`src/rtl/sd_cmd_pkg.sv`:
```
`timescale 1ns/1ps
package sd_cmd_pkg;
    typedef enum logic [2:0] {
        S_IDLE, S_SEND, S_WAIT, S_RECV, S_CHECK, S_BUSY, S_DONE
    } eng_state_t;

    localparam int FRAME_BITS = 48;
    localparam int LONG_BITS  = 136;
    localparam int CRC_SPAN   = 40;

    localparam logic [2:0] A_CMD  = 3'd0;
    localparam logic [2:0] A_ARG  = 3'd1;
    localparam logic [2:0] A_TOUT = 3'd2;
    localparam logic [2:0] A_STS  = 3'd3;

    localparam int CW_RD     = 6;
    localparam int CW_WR     = 7;
    localparam int CW_LONG   = 9;
    localparam int CW_NORESP = 10;
    localparam int CW_BUSY   = 11;
    localparam int CW_FAIL   = 14;
    localparam int CW_START  = 15;

    localparam int ST_CRC   = 4;
    localparam int ST_CTOUT = 6;
    localparam int ST_BTOUT = 7;
    localparam int ST_BDONE = 10;
endpackage

```
`src/rtl/sd_clkgen.sv`:
```
`timescale 1ns/1ps
module sd_clkgen #(
    parameter int HALF_DIV = 2
) (
    input  logic clk,
    input  logic rst_n,
    output logic sd_clk,
    output logic tick_rise,
    output logic tick_fall
);
    localparam int CW = (HALF_DIV > 1) ? $clog2(HALF_DIV) : 1;
    localparam logic [CW-1:0] LAST = CW'(HALF_DIV - 1);

    logic [CW-1:0] cnt_q;
    logic          clk_q;

    always_ff @(posedge clk or negedge rst_n) begin
        if (!rst_n) begin
            cnt_q <= '0;
            clk_q <= 1'b0;
        end else if (cnt_q == LAST) begin
            cnt_q <= '0;
            clk_q <= ~clk_q;
        end else begin
            cnt_q <= cnt_q + 1'b1;
        end
    end

    assign sd_clk    = clk_q;
    assign tick_rise = (cnt_q == LAST) && !clk_q;
    assign tick_fall = (cnt_q == LAST) && clk_q;
endmodule

```
`src/rtl/sd_crc7.sv`:
```
`timescale 1ns/1ps
module sd_crc7 #(
    parameter int W = 40
) (
    input  logic [W-1:0] bits,
    output logic [6:0]   crc
);
    always_comb begin
        logic [6:0] c;
        logic       fb;
        c = '0;
        for (int i = W - 1; i >= 0; i--) begin
            fb = bits[i] ^ c[6];
            c  = {c[5:0], 1'b0};
            if (fb) c = c ^ 7'h09;
        end
        crc = c;
    end
endmodule

```
`src/rtl/sd_cmd_engine.sv`:
```
`timescale 1ns/1ps
module sd_cmd_engine
    import sd_cmd_pkg::*;
#(
    parameter int          HALF_DIV   = 2,
    parameter logic [31:0] TOUT_RESET = 32'h00F0_0000
) (
    input  logic        clk,
    input  logic        rst_n,
    input  logic        reg_we,
    input  logic [2:0]  reg_addr,
    input  logic [31:0] reg_wdata,
    output logic [31:0] reg_rdata,
    output logic        sd_clk,
    output logic        cmd_out,
    output logic        cmd_oe,
    input  logic        cmd_in,
    input  logic        dat0_in
);
    localparam int TXC_W = $clog2(FRAME_BITS + 1);
    localparam int RXC_W = $clog2(LONG_BITS);
    localparam logic [TXC_W-1:0] TX_LOAD    = TXC_W'(FRAME_BITS);
    localparam logic [RXC_W-1:0] RX_SHORT_N = RXC_W'(FRAME_BITS - 1);
    localparam logic [RXC_W-1:0] RX_LONG_N  = RXC_W'(LONG_BITS - 1);

    eng_state_t state_q, state_d;

    logic        tick_rise, tick_fall;
    logic [5:0]  cw_idx;
    logic        cw_rd, cw_wr, cw_long, cw_noresp, cw_busy, cw_fail, cw_start;
    logic [31:0] arg_q, tout_q, tout_cnt;
    logic        sts_bdone, sts_btout, sts_ctout, sts_crc;
    logic [31:0] resp_q [4];
    logic [FRAME_BITS-1:0] tx_sr;
    logic [TXC_W-1:0]      tx_left;
    logic [127:0]          rx_sr;
    logic [RXC_W-1:0]      rx_left;
    logic [6:0]  tx_crc, rx_crc;
    logic        start_wr, crc_bad;

    sd_clkgen #(.HALF_DIV(HALF_DIV)) u_clk (
        .clk(clk), .rst_n(rst_n), .sd_clk(sd_clk),
        .tick_rise(tick_rise), .tick_fall(tick_fall)
    );

    sd_crc7 #(.W(CRC_SPAN)) u_txcrc (
        .bits({2'b01, reg_wdata[5:0], arg_q}), .crc(tx_crc)
    );

    sd_crc7 #(.W(CRC_SPAN)) u_rxcrc (
        .bits(rx_sr[47:8]), .crc(rx_crc)
    );

    assign start_wr = reg_we && (reg_addr == A_CMD) && reg_wdata[CW_START]
                      && (state_q == S_IDLE);
    assign crc_bad  = !cw_long && (rx_crc != rx_sr[7:1]);

    // state register
    always_ff @(posedge clk or negedge rst_n) begin
        if (!rst_n) state_q <= S_IDLE;
        else        state_q <= state_d;
    end

    // next-state logic
    always_comb begin
        state_d = state_q;
        unique case (state_q)
            S_IDLE:  if (start_wr) state_d = S_SEND;
            S_SEND:  if (tick_fall && tx_left == '0)
                         state_d = !cw_noresp ? S_WAIT : (cw_busy ? S_BUSY : S_DONE);
            S_WAIT:  if (tick_rise) begin
                         if (!cmd_in)               state_d = S_RECV;
                         else if (tout_cnt == '0)   state_d = S_DONE;
                     end
            S_RECV:  if (tick_rise && rx_left == RXC_W'(1)) state_d = S_CHECK;
            S_CHECK: state_d = (cw_busy && !crc_bad) ? S_BUSY : S_DONE;
            S_BUSY:  if (tick_rise && (dat0_in || tout_cnt == '0)) state_d = S_DONE;
            S_DONE:  state_d = S_IDLE;
            default: state_d = S_IDLE;
        endcase
    end

    // registers and outputs
    always_ff @(posedge clk or negedge rst_n) begin
        if (!rst_n) begin
            {cw_idx, cw_rd, cw_wr, cw_long, cw_noresp, cw_busy, cw_fail, cw_start} <= '0;
            arg_q    <= '0;
            tout_q   <= TOUT_RESET;
            tout_cnt <= '0;
            {sts_bdone, sts_btout, sts_ctout, sts_crc} <= '0;
            for (int k = 0; k < 4; k++) resp_q[k] <= '0;
            tx_sr    <= '0;
            tx_left  <= '0;
            rx_sr    <= '0;
            rx_left  <= '0;
            cmd_out  <= 1'b1;
            cmd_oe   <= 1'b0;
        end else begin
            if (reg_we && reg_addr == A_STS) begin
                if (reg_wdata[ST_BDONE]) sts_bdone <= 1'b0;
                if (reg_wdata[ST_BTOUT]) sts_btout <= 1'b0;
                if (reg_wdata[ST_CTOUT]) sts_ctout <= 1'b0;
                if (reg_wdata[ST_CRC])   sts_crc   <= 1'b0;
            end
            if (reg_we && state_q == S_IDLE) begin
                if (reg_addr == A_ARG)  arg_q  <= reg_wdata;
                if (reg_addr == A_TOUT) tout_q <= reg_wdata;
                if (reg_addr == A_CMD) begin
                    cw_idx    <= reg_wdata[5:0];
                    cw_rd     <= reg_wdata[CW_RD];
                    cw_wr     <= reg_wdata[CW_WR];
                    cw_long   <= reg_wdata[CW_LONG];
                    cw_noresp <= reg_wdata[CW_NORESP];
                    cw_busy   <= reg_wdata[CW_BUSY];
                    cw_start  <= reg_wdata[CW_START];
                    if (reg_wdata[CW_START]) cw_fail <= 1'b0;
                    else                     cw_fail <= reg_wdata[CW_FAIL];
                end
            end
            if (start_wr) begin
                tx_sr   <= {2'b01, reg_wdata[5:0], arg_q, tx_crc, 1'b1};
                tx_left <= TX_LOAD;
            end
            unique case (state_q)
                S_SEND: if (tick_fall) begin
                    if (tx_left != '0) begin
                        cmd_out <= tx_sr[FRAME_BITS-1];
                        cmd_oe  <= 1'b1;
                        tx_sr   <= {tx_sr[FRAME_BITS-2:0], 1'b0};
                        tx_left <= tx_left - 1'b1;
                    end else begin
                        cmd_out  <= 1'b1;
                        cmd_oe   <= 1'b0;
                        tout_cnt <= tout_q;
                    end
                end
                S_WAIT: if (tick_rise) begin
                    if (!cmd_in) begin
                        rx_sr   <= {rx_sr[126:0], cmd_in};
                        rx_left <= cw_long ? RX_LONG_N : RX_SHORT_N;
                    end else if (tout_cnt == '0) begin
                        sts_ctout <= 1'b1;
                        cw_fail   <= 1'b1;
                    end else begin
                        tout_cnt <= tout_cnt - 1'b1;
                    end
                end
                S_RECV: if (tick_rise) begin
                    rx_sr   <= {rx_sr[126:0], cmd_in};
                    rx_left <= rx_left - 1'b1;
                end
                S_CHECK: begin
                    tout_cnt <= tout_q;
                    if (cw_long) begin
                        for (int k = 0; k < 4; k++) resp_q[k] <= rx_sr[32*k +: 32];
                    end else begin
                        resp_q[0] <= rx_sr[39:8];
                    end
                    if (crc_bad) begin
                        sts_crc <= 1'b1;
                        cw_fail <= 1'b1;
                    end
                end
                S_BUSY: if (tick_rise) begin
                    if (dat0_in) begin
                        sts_bdone <= 1'b1;
                    end else if (tout_cnt == '0) begin
                        sts_btout <= 1'b1;
                        cw_fail   <= 1'b1;
                    end else begin
                        tout_cnt <= tout_cnt - 1'b1;
                    end
                end
                S_DONE:  cw_start <= 1'b0;
                default: ;
            endcase
        end
    end

    always_comb begin
        unique case (reg_addr)
            3'd0: reg_rdata = {16'h0, cw_start, cw_fail, 2'b00, cw_busy, cw_noresp,
                               cw_long, 1'b0, cw_wr, cw_rd, cw_idx};
            3'd1: reg_rdata = arg_q;
            3'd2: reg_rdata = tout_q;
            3'd3: reg_rdata = {21'h0, sts_bdone, 2'b00, sts_btout, sts_ctout,
                               1'b0, sts_crc, 4'h0};
            default: reg_rdata = resp_q[reg_addr[1:0]];
        endcase
    end

    AST_OE_IN_SEND: assert property (@(posedge clk) disable iff (!rst_n)
        cmd_oe |-> state_q == S_SEND);
    AST_LINE_ON_FALL: assert property (@(posedge clk) disable iff (!rst_n)
        !tick_fall |=> $stable(cmd_out));
    AST_START_HELD: assert property (@(posedge clk) disable iff (!rst_n)
        state_q != S_IDLE |-> cw_start);
    AST_FAIL_CAUSE: assert property (@(posedge clk) disable iff (!rst_n)
        $rose(cw_fail) |-> (sts_ctout || sts_crc || sts_btout));
    AST_TOUT_DOWN: assert property (@(posedge clk) disable iff (!rst_n)
        (state_q == S_WAIT && $past(state_q) == S_WAIT) |-> tout_cnt <= $past(tout_cnt));
    AST_ARG_HELD: assert property (@(posedge clk) disable iff (!rst_n)
        (reg_we && reg_addr == A_ARG && state_q != S_IDLE) |=> $stable(arg_q));
endmodule

```
`config.mk`:
```
export PLATFORM = sky130hd
export DESIGN_NAME = sd_cmd_engine
export DESIGN_NICKNAME = d
export VERILOG_FILES = /design/src/rtl/sd_cmd_pkg.sv /design/src/rtl/sd_clkgen.sv /design/src/rtl/sd_crc7.sv /design/src/rtl/sd_cmd_engine.sv
export SDC_FILE = /design/constraint.sdc
export NUM_CORES = 1
export LEC_CHECK = 0
export BUFFER_PORTS_ARGS = -buffer_cell sky130_fd_sc_hd__buf_2
export CAP_MARGIN = 40
export CORE_ASPECT_RATIO = 0.75
export CORE_MARGIN = 1.5
export CORE_UTILIZATION = 45
export CTS_CLUSTER_SIZE = 8
export DETAILED_ROUTE_END_ITERATION = 7
export PLACE_DENSITY = 0.75
export SETUP_SLACK_MARGIN = 0.05
export SLEW_MARGIN = 15
export SYNTH_ARGS = -nofsm -noshare
export SYNTH_HDL_FRONTEND = slang
export SYNTH_SLANG_ARGS = --single-unit
```
`constraint.sdc`:
```
create_clock -name clk -period 3 [get_ports clk]
set_input_delay 0.6 -clock clk [delete_from_list [all_inputs] [get_ports clk]]
set_output_delay 0.6 -clock clk [all_outputs]
set_load 0.02 [all_outputs]
```
### Yosys cells after proc, flatten, opt, wreduce, memory -nomap -nowiden

Index checks and enable logic that the tools add are counted.

| cells by class | value |
|---|---|
| add/sub/neg operators | 4 |
| order comparisons | 1 |
| equal/unequal tests | 24 |
| muxes and demuxes | 156 |
| bitwise logic cells | 154 |
| reductions and logical operators | 34 |

Operators by type and width:

| kind | number |
|---|---|
| $mux W128 | 3 |
| $mux W32 | 10 |
| $mux W4 | 78 |
| $pmux W128 S2 | 1 |
| $pmux W32 S4 | 2 |
| $mux W48 | 4 |
| $not A2 Y2 | 76 |
| $xor A1 B1 Y1 | 70 |
| $bmux W32 S2 | 1 |
| $mux W1 | 36 |
| $logic_not A32 Y1 | 1 |
| $mux W8 | 4 |
| $sub A32 B1 Y32 const B | 1 |
| $mux W3 | 8 |
| $mux W6 | 4 |
| $ne A2 B2 Y1 const B | 12 |
| $pmux W3 S6 | 1 |
| $pmux W8 S2 | 1 |
| $eq A3 B2 Y1 const B | 4 |
| $logic_and A1 B1 Y1 | 12 |
| $reduce_and A2 Y1 | 6 |
| $eq A3 B3 Y1 const B | 3 |
| $eq A8 B1 Y1 const B | 1 |
| $sub A8 B1 Y8 const B | 1 |
| 21 further kinds | 33 |

| word-level totals | value |
|---|---|
| bits in registers | 438 |
| input bits | 40 |
| output and inout bits | 35 |
| logic and storage cells | 401 |

### Logic depth before layout (Yosys ltp)

| logic depth | value |
|---|---|
| depth in word-level cells | 85 |
| depth in mapped cells | 11 |
| gate-level depth less buffers | 9 |

### Cells and area by module

A second synthesis with hierarchy kept.

| second synthesis, totals | value |
|---|---|
| cell total of the unflattened synthesis | 1738 |
| area total of the unflattened synthesis | 22053.7 um2 |

By module, submodules not included:

| module | instances | cells an instance | area an instance (um2) | seq. area each (um2) |
|---|---|---|---|---|
| sd_cmd_engine | 1 | 1612 | 19997.9 | 10916.7 |
| sd_crc7 | 2 | 60 | 989.7 | 0.0 |
| sd_clkgen | 1 | 6 | 76.3 | 50.0 |

### Worst setup path after synthesis

No wires, ideal clock.

| timing path | value |
|---|---|
| kind | input port to output port |
| start | input reg_addr[0] |
| end | output reg_rdata[30] |
| data arrival time | 2595 ps |
| data required time | 2400 ps |
| path slack | -195 ps |
| stages | 6 |
| cells stage by stage | clkbuf_1 > clkbuf_1 > clkbuf_1 > mux4_2 > nand2_1 > o21ai_0 |

| on the way | value |
|---|---|
| word-level cells in the longest chain between the ends | 5 |
| elaborated cells on any way between the ends | 9 |

RTL lines:

| item | RTL line | source |
|---|---|---|
| start: declaration | sd_cmd_engine.sv:11 | `input logic [2:0] reg_addr,` |
| $not A2 Y3 (not written as such) | sd_cmd_engine.sv:188 | `default: reg_rdata = resp_q[reg_addr[1:0]];` |
| $bmux W32 S2 | sd_cmd_engine.sv:188 |  |
| $mux W32 (not written as such) (2 in series) | sd_cmd_engine.sv:188 |  |
| $pmux W32 S4 * | sd_cmd_engine.sv:181 | `unique case (reg_addr)` |
| end: declaration | sd_cmd_engine.sv:13 | `output logic [31:0] reg_rdata,` |

Mark *: on every way between the ends. The rest lies on a longest branch, timed or not. The select of a mux whose other input is x is not followed.

### Final worst setup path

| timing path | value |
|---|---|
| start | register arg_q[25] |
| end | register tx_sr[2] |

| on the way | value |
|---|---|
| word-level cells in the longest chain between the ends | 19 |

RTL lines:

| item | RTL line | source |
|---|---|---|
| start: declaration | sd_cmd_engine.sv:31 | `logic [31:0] arg_q, tout_q, tout_cnt;` |
| start signal: assignment | sd_cmd_engine.sv:106 | `if (reg_addr == A_ARG) arg_q <= reg_wdata;` |
| $xor A1 B1 Y1 * | sd_crc7.sv:13 | `fb = bits[i] ^ c[6];` |
| $mux W4 * | sd_crc7.sv:15 | `if (fb) c = c ^ 7'h09;` |
| $xor A1 B1 Y1 * | sd_crc7.sv:13 |  |
| $mux W4 * | sd_crc7.sv:15 |  |
| $xor A1 B1 Y1 * | sd_crc7.sv:13 |  |
| $mux W4 * | sd_crc7.sv:15 |  |
| $xor A1 B1 Y1 * | sd_crc7.sv:13 |  |
| $mux W4 * | sd_crc7.sv:15 |  |
| [2 not listed] | - |  |
| $xor A1 B1 Y1 * | sd_crc7.sv:13 |  |
| $mux W4 * | sd_crc7.sv:15 |  |
| $xor A1 B1 Y1 * | sd_crc7.sv:13 |  |
| $mux W4 * (2 in series) | sd_crc7.sv:15 |  |
| $mux W48 * | sd_cmd_engine.sv:120 | `if (start_wr) begin` |
| $mux W48 | sd_cmd_engine.sv:126 | `if (tx_left != '0) begin` |
| $mux W48 | sd_cmd_engine.sv:125 | `S_SEND: if (tick_fall) begin` |
| $mux W48 * | sd_cmd_engine.sv:124 | `unique case (state_q)` |
| end signal: assignment | sd_cmd_engine.sv:121 | `tx_sr <= {2'b01, reg_wdata[5:0], arg_q, tx_crc, 1'b1};` |
| end signal: assignment | sd_cmd_engine.sv:129 | `tx_sr <= {tx_sr[FRAME_BITS-2:0], 1'b0};` |
| end: declaration | sd_cmd_engine.sv:34 | `logic [FRAME_BITS-1:0] tx_sr;` |

Mark *: on every way between the ends. The rest lies on a longest branch, timed or not.
A chain may end at the register's enable or synchronous reset.

==> summary.md <==
| Metric | Value |
|---|---|
| Largest area contributor in the netlist | dfrtp_1 |
| RePlAce Congestion | 0.9314 |
| Placeable core region | roughly 46000 sq um |
| Number of non-filler instances in the completed layout | approximately 2800 |
| Critical R2R Launch | arg_q[25] |
| Via count normalized by instance count | slightly below 6 |
| Ports placed on the boundary | between 70 and 80 |
| Area occupied by registers | approximately 11000 sq um |
| Switching part of the total | a little under a quarter |
| Type of the most critical hold path | in -> reg |
| FMAX | roughly 0.34 GHz |
| Final Hold Fails | 0 |
| First-pass GRT wire length | around 93000 um |
| Post-Route Setup TNS | 0 ns |
| Drt total wl | just over 60000 um |
| MaxCap Viol Count | 0 |
| H-Tree Level Count | 2 |
| Std cell rows | 68 |
| Top area cells in the synthesized netlist | dfrtp_1 (51%), mux2_2 (9.1%), nand2_1 (8.5%) |
| Reg-to-reg endpoint | tx_sr[2] |
| Setup repair after global routing missed its margin | yes |
| Critical path launch point type | flop |
| Num Clock Sinks | around 440 |
| Count of distinct cell types in the synthesized netlist | 57 |
| R2r worst-path depth | 7 |
| TritonCTS clock tree | built |
| Largest vdd supply drop | approximately 0.5 mV |
| Average wire per cell in the routed design | approximately 22 um |
| Number of global-route vias before repair | ~16000 |
| Post-route fraction of the period consumed by the critical path | between 90 and 100% |
| Gr usage total | 25.03% |
| Transition time of the tightest slew-check pin | 0.6573 ns |
| Pwr per Cell Area | 514.6 nW/um^2 |
| Placed standard-cell area | 23060 sq um |
| Effective utilization at floorplan | roughly 46% |
| Number of search-and-repair iterations in the first detailed-routing pass | 8 |
| Synth-to-Final Area Change | 17.43% |
| Synthesized instance count | ~2000 |
| Synth async-reset ratio | 100.0% |
| Cell Count Post-Placement | approximately 2700 |
| CTS Root Buffer Type | clkbuf_16 |
| Share of Yosys cell area claimed by the top area cell type | around 51% |
| Share of cells above drive strength 1 | 23.82% |
| Min-Delay Endpoint | tout_q[25] |
| Initial antenna violation count | 3 |
| Number of port buffers | 74 |
| Minimum clock period after layout | about 2.9 ns |
| Status | finished, final reports clean |
| Skew final | approximately 0.057 ns |
| Total overflow reported by the global router | 0 |
| Number of buffers added by the clock tree synthesis step | 60 |
| Min-Delay Path Depth | 2 |
| Setup slack of the worst register-to-register path | between 0.06 and 0.07 ns |
| Routed Antenna Nets | 0 |
| Total of endpoints with negative setup slack in the final report | 0 |
| Final instance area | 24910 sq um |
| Number of DRC markers in iteration 0 | roughly 1600 |
| Via Count | around 16000 |
| Area of the die | 48470 sq um |
| Post-detailed-placement half-perimeter wirelength | 41220 um |
| Relative max-transition margin | roughly 56% |
| DRC viols | 0 |
| Required arrival time at the worst endpoint | 3.46 ns |
| Number of nets at the end of the flow | roughly 2200 |
| Setup ws final | 0.06567 ns |
| Cell area after technology mapping | roughly 21000 sq um |
| Part of the Yosys area used for sequential elements | a little over 50% |
| Average instance area after synthesis | between 10 and 15 sq um |
| Max Buffers Root-to-Sink | 3 |
| Pin count of the biggest net entering global routing | 71 |
| Number of synthesized register bits | between 400 and 500 |
| Minimum setup slack after placement | -0.05714 ns |
| Die Height | between 150 and 200 um |
| Crit path capture type | flop |
| Internal power | 9.838 mW |
| Number of warning messages in the yosys log | 0 |
| Combinational Power Share | ~5.2% |
| Clock-pin slew on the worst setup and hold paths | around 0.05 ns |
| Net switching power | 2.979 mW |
| Area of the multi-input gates | 9757 sq um |
| Endpoint arrival time on the critical path | 3.39 ns |
| Hold path startpoint | reg_wdata[25] |
| Worst Setup Path Type | reg -> reg |
| Latest clock arrival within the worst-skew pair | approximately 0.63 ns |
| Critical path fanouts, max | 4 |
| Mapped Nets | ~2100 |
| Reg power frac | a little under half |
| Final-layout fill cell count | about 3900 |
| Clock group share of total power | between 40% and 50% |
| Number of max-slew violations in the final report | 0 |
| Static power due to leakage | 12.55 nW |
| Die X | 253.7 um |
| Count of flip-flops with a built-in enable after synthesis | 0 |
| Flip-flop cell with the highest count after synthesis | dfrtp_1 |
## per-stage QoR
| step | utilization, % | hold slack (ns) | power (mW) |
|---|---|---|---|
| final | 53.82 | 0.2267 | 12.82 |
| after detailed placement | 49.82 | 0.4670 | 6.679 |
| after floorplan | - | 0.3044 | 6.378 |
| after CTS | 53.57 | 0.2085 | 12.89 |
| after global routing | 53.81 | 0.2238 | 13.22 |
| after global placement | 49.80 | 0.4600 | 6.664 |
## sequential cells by signal (all words and copies together) (netlist names), 3 cells and up
signal	count
arg_q	32
cw_idx	6
resp_q	128
rx_left	8
rx_sr	128
state_q	3
tout_cnt	32
tout_q	32
tx_left	6
tx_sr	48
## worst max-delay path, stage by stage, from the launching register on
cell     delay (ns)
dfrtp_2        0.48
xor3_1         0.47
xnor3_1        0.42
xor3_1         0.51
xnor3_1        0.42
xor2_2         0.19
xnor2_1        0.18
a21oi_1        0.08
## layer usage
layer  GRT usage, %  up-vias  routed length [um]
li1               -     7170                   -
met1          37.05     8239               26800
met2          35.66      789               25780
met3          6.699      131                5951
met4          7.875        2                1757
met5              0        -                  13
## repair_timing
item                                    CTS  global route
pin swaps                                10            14
endpoints found under the setup margin    6            15
hold endpoints to repair                  8             0
hold buffers                              1             0
gates resized for setup                  12            12
buffers inserted                          2             8
gates cloned                              0             0
## synthesized netlist by cell type, types with 2 or more instances
cell type,n
and3_1,5
nand2_1,478
a21oi_1,71
a22oi_1,26
a32oi_1,2
a31oi_1,11
ha_1,5
xnor3_1,25
or4_1,4
nand3b_1,2
nor4_1,13
or2_2,3
o22a_1,9
o32ai_1,5
nand3_1,25
o21ai_0,98
mux4_2,36
or3_1,6
mux2_2,171
o2bb2ai_1,2
clkbuf_1,119
nor2b_1,8
xor3_1,7
nand4_1,3
xnor2_1,75
o22ai_1,50
a211oi_1,11
nor3_1,22
a21boi_0,2
dfrtp_1,433
dfstp_2,5
nand2b_1,8
mux2i_1,42
nor2_1,139
xor2_1,26
and2_1,2
inv_1,26
xnor2_2,2
o21a_1,4
buf_1,10
o31ai_1,3
## power groups by stage
stage	sequential, mW	combinational, mW	clock, mW
6_report	5.93	0.660	6.23
3_3_place_gp	6.03	0.637	0
3_5_place_dp	6.03	0.652	0
4_1_cts	5.93	0.659	6.30
5_1_grt	5.92	0.715	6.58
2_1_floorplan	6.03	0.352	0
## how the worst max path moves through the flow
stage / startpoint / slack, ns / cells after the start / endpoint
floorplan: rx_sr[42] / 0.11 / 8 / state_q[0]
global placement: tx_left[1] / -0.16 / 9 / tout_cnt[0]
detailed placement: reg_wdata[5] / -0.06 / 8 / tx_sr[2]
CTS: rx_sr[39] / 0.05 / 8 / cw_fail
global route: rx_sr[44] / 0.009 / 7 / cw_fail
finish: arg_q[25] / 0.07 / 7 / tx_sr[2]
## logic make-up (layout without fill, tap and decap cells)
logic type                 after synthesis  after routing  share of synthesized area (%)
AOI/OAI and AO/OA                      303            303                          8.618
DFF                                    438            438                          51.70
muxes                                  249            249                          14.88
other                                    0              1                              0
xor gates and xnor gates               136            136                          7.874
buffers and inverters                  158            314                          2.843
adders and majority gates                5              5                         0.2949
and+or+nand+nor                        721            721                          13.79
## area by class of cell
| cell class | count | share of cell area (%) |
|---|---|---|
| sequential | 438 | 44.08 |
| multi-input combinational | 1414 | 39.17 |
| clock buffer | 85 | 6.444 |
| timing repair buffer | 200 | 6.439 |
| tap | 630 | 3.164 |
| inverter | 26 | 0.3918 |
| clock inverter | 3 | 0.3064 |
| antenna | 1 | 0.01005 |
## cells in the final DEF, fill, tap and decap left out, drive strengths merged, types with 36 or more instances in the layout
cell type / count
a21oi: 71
buf: 199
clkbuf: 85
dfrtp: 433
mux2: 171
mux2i: 42
mux4: 36
nand2: 478
nor2: 139
o21ai: 98
o22ai: 50
xnor2: 77
Power figures use the tool's default switching activity.
